File: config.mk
export PLATFORM = sky130hd
export DESIGN_NAME = hzc_pipe_ctrl
export DESIGN_NICKNAME = d
export VERILOG_FILES = /design/src/rtl/hzc_pkg.sv /design/src/rtl/hzc_match.sv /design/src/rtl/hzc_fwd_reg.sv /design/src/rtl/hzc_stall.sv /design/src/rtl/hzc_pipe_ctrl.sv
export SDC_FILE = /design/constraint.sdc
export NUM_CORES = 1
export LEC_CHECK = 0
export CAP_MARGIN = 20
export CORE_MARGIN = 2
export CORE_UTILIZATION = 31
export CTS_CLUSTER_DIAMETER = 80
export DETAILED_ROUTE_END_ITERATION = 6
export PLACE_DENSITY = 0.73
export SLEW_MARGIN = 20
export SYNTH_ARGS = -nofsm -noshare
export SYNTH_HDL_FRONTEND = slang
export SYNTH_SLANG_ARGS = --single-unit
File: constraint.sdc
create_clock -name clk_i -period 2.3 [get_ports clk_i]
set_input_delay 0.46 -clock clk_i [delete_from_list [all_inputs] [get_ports clk_i]]
set_output_delay 0.46 -clock clk_i [all_outputs]
set_load 0.02 [all_outputs]
File: src/rtl/hzc_pkg.sv
package hzc_pkg;
  typedef enum logic [1:0] {
    SEL_REGFILE = 2'b00,
    SEL_MEMSTG  = 2'b01,
    SEL_WBSTG   = 2'b10
  } fwd_sel_t;

  localparam int unsigned NUM_OPS = 2;
endpackage

File: src/rtl/hzc_match.sv
module hzc_match #(
  parameter int unsigned RW = 5
) (
  input  logic [RW-1:0] src_i,
  input  logic [RW-1:0] dst_i,
  input  logic          wen_i,
  output logic          hit_o
);
  // register 0 is never a producer: its writes are dropped
  assign hit_o = wen_i && (dst_i != '0) && (src_i == dst_i);
endmodule

File: src/rtl/hzc_fwd_reg.sv
module hzc_fwd_reg
  import hzc_pkg::*;
#(
  parameter int unsigned RW = 5
) (
  input  logic          clk_i,
  input  logic          rst_i,
  input  logic [RW-1:0] src_i,
  input  logic          hit_young_i,
  input  logic          hit_old_i,
  input  logic          clear_i,
  output fwd_sel_t      sel_o
);
  fwd_sel_t sel_nxt;

  always_comb begin
    if (clear_i)          sel_nxt = SEL_REGFILE;
    else if (hit_young_i) sel_nxt = SEL_MEMSTG;
    else if (hit_old_i)   sel_nxt = SEL_WBSTG;
    else                  sel_nxt = SEL_REGFILE;
  end

  always_ff @(posedge clk_i) begin
    if (rst_i) sel_o <= SEL_REGFILE;
    else       sel_o <= sel_nxt;
  end


  zero_src_chk: assert property (@(posedge clk_i) disable iff (rst_i)
    (src_i == '0) |=> (sel_o == SEL_REGFILE));


  young_first_chk: assert property (@(posedge clk_i) disable iff (rst_i)
    (hit_young_i && !clear_i) |=> (sel_o == SEL_MEMSTG));
endmodule

File: src/rtl/hzc_stall.sv
module hzc_stall (
  input  logic load_use_i,
  input  logic port_busy_i,
  input  logic taken_i,
  output logic pc_hold_o,
  output logic ifid_hold_o,
  output logic ex_bubble_o,
  output logic ifid_flush_o
);
  logic freeze;

  // a redirect wins over every reason to freeze the front end
  assign freeze       = !taken_i && (load_use_i || port_busy_i);
  assign pc_hold_o    = freeze;
  assign ifid_hold_o  = freeze;
  assign ex_bubble_o  = taken_i || load_use_i;
  assign ifid_flush_o = taken_i;
endmodule

File: src/rtl/hzc_pipe_ctrl.sv
module hzc_pipe_ctrl
  import hzc_pkg::*;
#(
  parameter int unsigned RW = 5
) (
  input  logic          clk_i,
  input  logic          rst_i,
  input  logic [RW-1:0] id_rs1_i,
  input  logic [RW-1:0] id_rs2_i,
  input  logic [RW-1:0] ex_rd_i,
  input  logic          ex_wen_i,
  input  logic          ex_load_i,
  input  logic [RW-1:0] mem_rd_i,
  input  logic          mem_wen_i,
  input  logic          mem_memuse_i,
  input  logic          br_taken_i,
  output logic [1:0]    fwd_a_o,
  output logic [1:0]    fwd_b_o,
  output logic          pc_hold_o,
  output logic          ifid_hold_o,
  output logic          ex_bubble_o,
  output logic          ifid_flush_o
);
  logic [RW-1:0]      src [NUM_OPS];
  logic [NUM_OPS-1:0] hit_ex;
  logic [NUM_OPS-1:0] hit_mem;
  fwd_sel_t           sel [NUM_OPS];
  logic               load_use;

  assign src[0] = id_rs1_i;
  assign src[1] = id_rs2_i;

  for (genvar op = 0; op < NUM_OPS; op++) begin : g_op
    hzc_match #(.RW(RW)) u_ex_cmp (
      .src_i (src[op]),
      .dst_i (ex_rd_i),
      .wen_i (ex_wen_i),
      .hit_o (hit_ex[op])
    );

    hzc_match #(.RW(RW)) u_mem_cmp (
      .src_i (src[op]),
      .dst_i (mem_rd_i),
      .wen_i (mem_wen_i),
      .hit_o (hit_mem[op])
    );

    hzc_fwd_reg #(.RW(RW)) u_sel (
      .clk_i       (clk_i),
      .rst_i       (rst_i),
      .src_i       (src[op]),
      .hit_young_i (hit_ex[op]),
      .hit_old_i   (hit_mem[op]),
      .clear_i     (ex_bubble_o),
      .sel_o       (sel[op])
    );
  end

  assign load_use = ex_load_i && (|hit_ex);

  hzc_stall u_stall (
    .load_use_i   (load_use),
    .port_busy_i  (mem_memuse_i),
    .taken_i      (br_taken_i),
    .pc_hold_o    (pc_hold_o),
    .ifid_hold_o  (ifid_hold_o),
    .ex_bubble_o  (ex_bubble_o),
    .ifid_flush_o (ifid_flush_o)
  );

  assign fwd_a_o = sel[0];
  assign fwd_b_o = sel[1];


  load_use_stall_chk: assert property (@(posedge clk_i) disable iff (rst_i)
    (ex_load_i && ex_wen_i && ex_rd_i != '0 && id_rs1_i == ex_rd_i && !br_taken_i)
      |-> (pc_hold_o && ifid_hold_o && ex_bubble_o));


  bubble_no_fwd_chk: assert property (@(posedge clk_i) disable iff (rst_i)
    ex_bubble_o |=> (fwd_a_o == 2'b00 && fwd_b_o == 2'b00));


  flush_wins_chk: assert property (@(posedge clk_i) disable iff (rst_i)
    br_taken_i |-> (ifid_flush_o && ex_bubble_o && !pc_hold_o && !ifid_hold_o));


  port_busy_hold_chk: assert property (@(posedge clk_i) disable iff (rst_i)
    (mem_memuse_i && !br_taken_i) |-> (pc_hold_o && ifid_hold_o));


  alu_fwd_no_stall_chk: assert property (@(posedge clk_i) disable iff (rst_i)
    (!ex_load_i && !br_taken_i && !mem_memuse_i) |-> (!pc_hold_o && !ex_bubble_o));
endmodule

---- Word level (Yosys, flattened, before mapping) ----
Index checks and enable logic that the tools add are counted.
cells by class
  $add $sub $neg .......................... 0
  multiply operators ...................... 0
  divide/modulo/power cells ............... 0
  order comparisons ....................... 0
  equal/unequal tests ..................... 4
  shifts and indexed selects .............. 0
  mux-type cells .......................... 4
  bitwise operators ....................... 0
  reductions and logical operators ........ 17
operator list
  cell                 count
  equality test 5 bit  4
  nonzero test 5 bit   2
  logical AND 1 bit    8
  OR reduction 3 bit   2
  two-way mux 2 bit    2
  OR reduction 2 bit   2
  logical OR 1 bit     2
  two-way mux 1 bit    2
  zero test 1 bit      1
word-level totals
  register bits after elaboration ......... 4
  bits in latches ......................... 0
  bits in writable memories ............... 0
  ROM bits ................................ 0
  bits of input ports ..................... 27
  output and inout bits ................... 8
  word-level logic and storage cells ...... 29
  memories kept ........................... 0

---- Depth between registers and ports, before layout ----
  depth after elaboration ................. 7
  depth in mapped cells ................... 6
  gate-level depth less buffers ........... 5

---- Hierarchy ----
From an unflattened synthesis, not the netlist that was laid out.
second synthesis, totals
  cells, all modules ...................... 53
  area total of the unflattened synthesis .. 444.2 sq um
modules (own cells, without submodules)
  module         instances  cells each  area an instance (sq um)  sequential area each (sq um)
  hzc_match      4          10          70.1                      0.0
  hzc_fwd_reg    2          4           62.6                      40.0
  hzc_stall      1          4           31.3                      0.0
  hzc_pipe_ctrl  1          1           7.5                       0.0

---- Worst setup path before layout ----
OpenSTA, ideal clock, no wires.
  path kind ............................... in2out
  from .................................... input port ex_rd_i[1]
  to ...................................... output port pc_hold_o
  arrival ................................. 1913 ps
  required time ........................... 1840 ps
  slack ................................... -73 ps
  cell stages on the path ................. 6
  path buffers ............................ 1
  path through ............................ xnor2_1 nand3_1 nor4_2 o21ai_1 a21oi_1 buf_4
between the ends
  longest elaborated chain between the ends .. 7
  elaborated cells on any way between the ends .. 10
  those cells by class .................... 2 x eq/ne; 8 x reduce/logical
RTL lines
  what                             line                 text
  from (decl)                      hzc_pipe_ctrl.sv:10  input logic [RW-1:0] ex_rd_i,
  nonzero test 5 bit               hzc_match.sv:10      assign hit_o = wen_i && (dst_i != '0) && (src_i == dst_i);
  logical AND 1 bit (2 in series)  hzc_match.sv:10
  OR reduction 2 bit (*)           hzc_pipe_ctrl.sv:59  assign load_use = ex_load_i && (|hit_ex);
  logical AND 1 bit (*)            hzc_pipe_ctrl.sv:59
  logical OR 1 bit (*)             hzc_stall.sv:13      assign freeze = !taken_i && (load_use_i || port_busy_i);
  logical AND 1 bit (*)            hzc_stall.sv:13
  to (decl)                        hzc_pipe_ctrl.sv:19  output logic pc_hold_o,
Mark *: on every way between the ends. The rest lies on a longest branch, timed or not.

---- Final worst setup path ----
  from .................................... input port ex_rd_i[0]
  to ...................................... output port ifid_hold_o
between the ends
  longest elaborated chain between the ends .. 7
  elaborated cells on any way between the ends .. 10
  those cells by class .................... 2 x eq/ne; 8 x reduce/logical
RTL lines
  what                             line                 text
  nonzero test 5 bit               hzc_match.sv:10
  logical AND 1 bit (2 in series)  hzc_match.sv:10
  OR reduction 2 bit (*)           hzc_pipe_ctrl.sv:59
  logical AND 1 bit (*)            hzc_pipe_ctrl.sv:59
  logical OR 1 bit (*)             hzc_stall.sv:13
  logical AND 1 bit (*)            hzc_stall.sv:13
  to (decl)                        hzc_pipe_ctrl.sv:20  output logic ifid_hold_o,
Marks and branches as above.

==> impl_metrics.env <==
export IMPL_outcome="complete, no violations"
export IMPL_syn2layout_area_growth_pct=121
export IMPL_drt_total_wl_um=1430
export IMPL_synth_compound_area_share_pct=13.1
export IMPL_setup_worst_path_class="in -> out"
export IMPL_clock_path_buffers=2
export IMPL_core_um2=1300
export IMPL_cts_sinks=4
export IMPL_antenna_found_initial=0
export IMPL_p_leak_nw=0.420
export IMPL_root_buffer="clkbuf_4"
export IMPL_synth_xor_area_share_pct=40.8
export IMPL_die_y_um=41.2
export IMPL_cts_htree_levels=1
export IMPL_final_seq_area_um2=80.1
export IMPL_holdPathEnd="g_op[1].u_sel.sel_o[1]$_SDFF_PP0_"
export IMPL_synth_cells=47
export IMPL_largest_register="g_op.u_sel.sel_o"
export IMPL_cp_data_arrival_time_ns=1.84
export IMPL_hp_class="in -> reg"
export IMPL_grt_pass1_wl_um=2010
export IMPL_postCtsHoldBufs=0
export IMPL_syn_area_per_cell_um2=9.13
export IMPL_fin_crit_ns=2.30
export IMPL_power_density_nw_per_um2=310
export IMPL_cts_tree="done"
export IMPL_wl_per_cell_um=12.5
export IMPL_synth_top_family_by_area="XOR/XNOR gates"
export IMPL_synth_seq_area_share_pct=18.7
export IMPL_path_clk_slew_ns=0.04
export IMPL_vias_per_cell=4.73
export IMPL_reg_top3="g_op.u_sel.sel_o (4)"
export IMPL_slew_headroom_pct=79.3
export IMPL_fmaxAchievable_mhz=436
export IMPL_num_nets_final=129
export IMPL_hpwl_um=1210
export IMPL_period_share_pct=99.8
export IMPL_hold_depth=5
export IMPL_place_gp_congestion=0.769
export IMPL_use_met1_pct=19.0
export IMPL_finalSetupViolations=0
export IMPL_vias=544
export IMPL_worst_pin_slew_ns=0.309
export IMPL_pin_count=35
export IMPL_ant_nets=0
export IMPL_maxSlewViolCount=0
export IMPL_drt_pass1_iterations=1
export IMPL_final_hold_viol_count=0
export IMPL_yosys_area_share_simple_pct=23.0
export IMPL_fill_cells=104
export IMPL_drtIter0Drc=0
export IMPL_worstPathMaxFanout=2
export IMPL_ys_types=18
export IMPL_cts_buffers_inserted=3
export IMPL_grt_ovfl_total=0
export IMPL_drc=0
export IMPL_busiest_layer="met2"
export IMPL_ys_warn_count=0
export IMPL_largest_reg_flops=4
export IMPL_drive_gt1_share_pct=43.0
export IMPL_p_total_w=0.000294
export IMPL_layout_cells_non_filler=115
export IMPL_grt_max_degree=5
export IMPL_dieWidth_um=41.2
export IMPL_fin_util_pct=72.9
export IMPL_multiInputGateArea_um2=387
export IMPL_start_util_pct=33.0
export IMPL_syn_num_nets=74
export IMPL_met3_usage_pct=0
export IMPL_min_from="id_rs2_i[1]"
export IMPL_grt_met2_usage_pct=37.1
export IMPL_num_antenna_cells=0
export IMPL_grt_pass1_vias=513
export IMPL_rows=13
export IMPL_synth_fa_ha_area_share_pct=0
export IMPL_dieArea_um2=1700
export IMPL_portBuffers=34
export IMPL_grt_total_usage_pct=18.2
export IMPL_ir_drop_uv=139
export IMPL_ys_ff_latch=4
export IMPL_numPlacedInstances=111
export IMPL_syn_area_um2=429
export IMPL_critPathCaptureType="output port"
export IMPL_drv_cap=0
export IMPL_synth_mux_area_fraction_pct=0
export IMPL_startpoint_type="primary input"
export IMPL_cp_data_required_time_ns=1.84
## cell usage after synthesis
library cell / count / share of area [%]
a2111oi_2: 2 / 7.0
a21oi_1: 1 / 1.2
and3b_1: 1 / 2.0
and3b_2: 1 / 2.3
buf_4: 2 / 3.5
dfxtp_1: 4 / 19
inv_1: 1 / 0.87
nand2b_1: 1 / 1.5
nand3_1: 4 / 4.7
nor2_1: 1 / 0.87
nor3_1: 2 / 2.3
nor4_2: 2 / 5.8
o211ai_1: 1 / 1.7
o21ai_1: 1 / 1.2
o21ai_2: 1 / 2.0
or4_1: 2 / 3.5
xnor2_1: 10 / 20
xor2_1: 10 / 20
## where the power goes
group | internal, W | switching, W
sequential | 0.0000701 | 0.0000000594
clock | 0.0000582 | 0.0000257
combinational | 0.0000795 | 0.0000607
total | 0.000208 | 0.0000864
## layer usage
layer  share of wire (%)  vias to the layer above
li1                    -                      272
met1                  35                      245
met2                  59                       27
met3                 6.8                        0
met4                   0                        0
met5                   0                        -
## cell usage in the layout, fill, tap and decap left out, types with 2 or more instances in the layout
master / count
a2111oi_2: 2
buf_2: 5
buf_4: 19
clkbuf_2: 3
clkbuf_4: 3
clkdlybuf4s50_1: 16
dfxtp_1: 4
dlygate4sd2_1: 4
dlymetal6s2s_1: 3
nand3_1: 3
nor3_1: 2
nor4_4: 2
xnor2_1: 9
xor2_1: 9
## final cells by class
class | instances | area share, %
clock buffers | 3 | 2.37
inverters | 1 | 0.396
multi-input cells | 40 | 40.8
flip-flops and latches | 4 | 8.44
well taps | 15 | 1.98
repair buffers | 52 | 46.0
## cells by family after synthesis
kind of cell | Yosys count
buf+inv | 3
simple gates | 14
xor+xnor | 20
compound gates | 6
flops | 4
## how the worst max path moves through the flow
stage                            from           to  slack [ns]
final                      ex_rd_i[0]  ifid_hold_o       0.004
after detailed placement   ex_rd_i[3]    pc_hold_o       -0.71
after CTS                 id_rs1_i[0]  ifid_hold_o       0.005
after floorplan            ex_rd_i[1]    pc_hold_o        0.07
after global routing       ex_rd_i[0]  ifid_hold_o       -0.01
after global placement     ex_rd_i[3]  ifid_hold_o       -0.67
## worst max-delay path, stage by stage
cell and delay [ns]:
buf_2 0.11, or4_4 0.54, o21ai_4 0.21, nor4_4 0.06, o21ai_2 0.20, a21oi_2 0.09
buf_4 0.16
## through the flow
step | cell area, um^2 | TNS [ns] | setup WS (ns) | hold WS [ns]
after floorplan | 433 | 0 | 0.0659 | 0.549
after global placement | 905 | -2.01 | -0.674 | 1.14
after detailed placement | 905 | -2.10 | -0.707 | 1.15
after CTS | 917 | 0 | 0.00467 | 0.816
after global routing | 948 | -0.0129 | -0.0129 | 0.746
final | 948 | 0 | 0.00382 | 0.714
## repair_timing
action,in CTS,in global routing
pin swaps,10,9
endpoints found under the setup margin,3,3
resized for setup,41,16
gates cloned,0,0
setup buffers,1,0
Note: power is estimated with default switching activity, not from simulation.
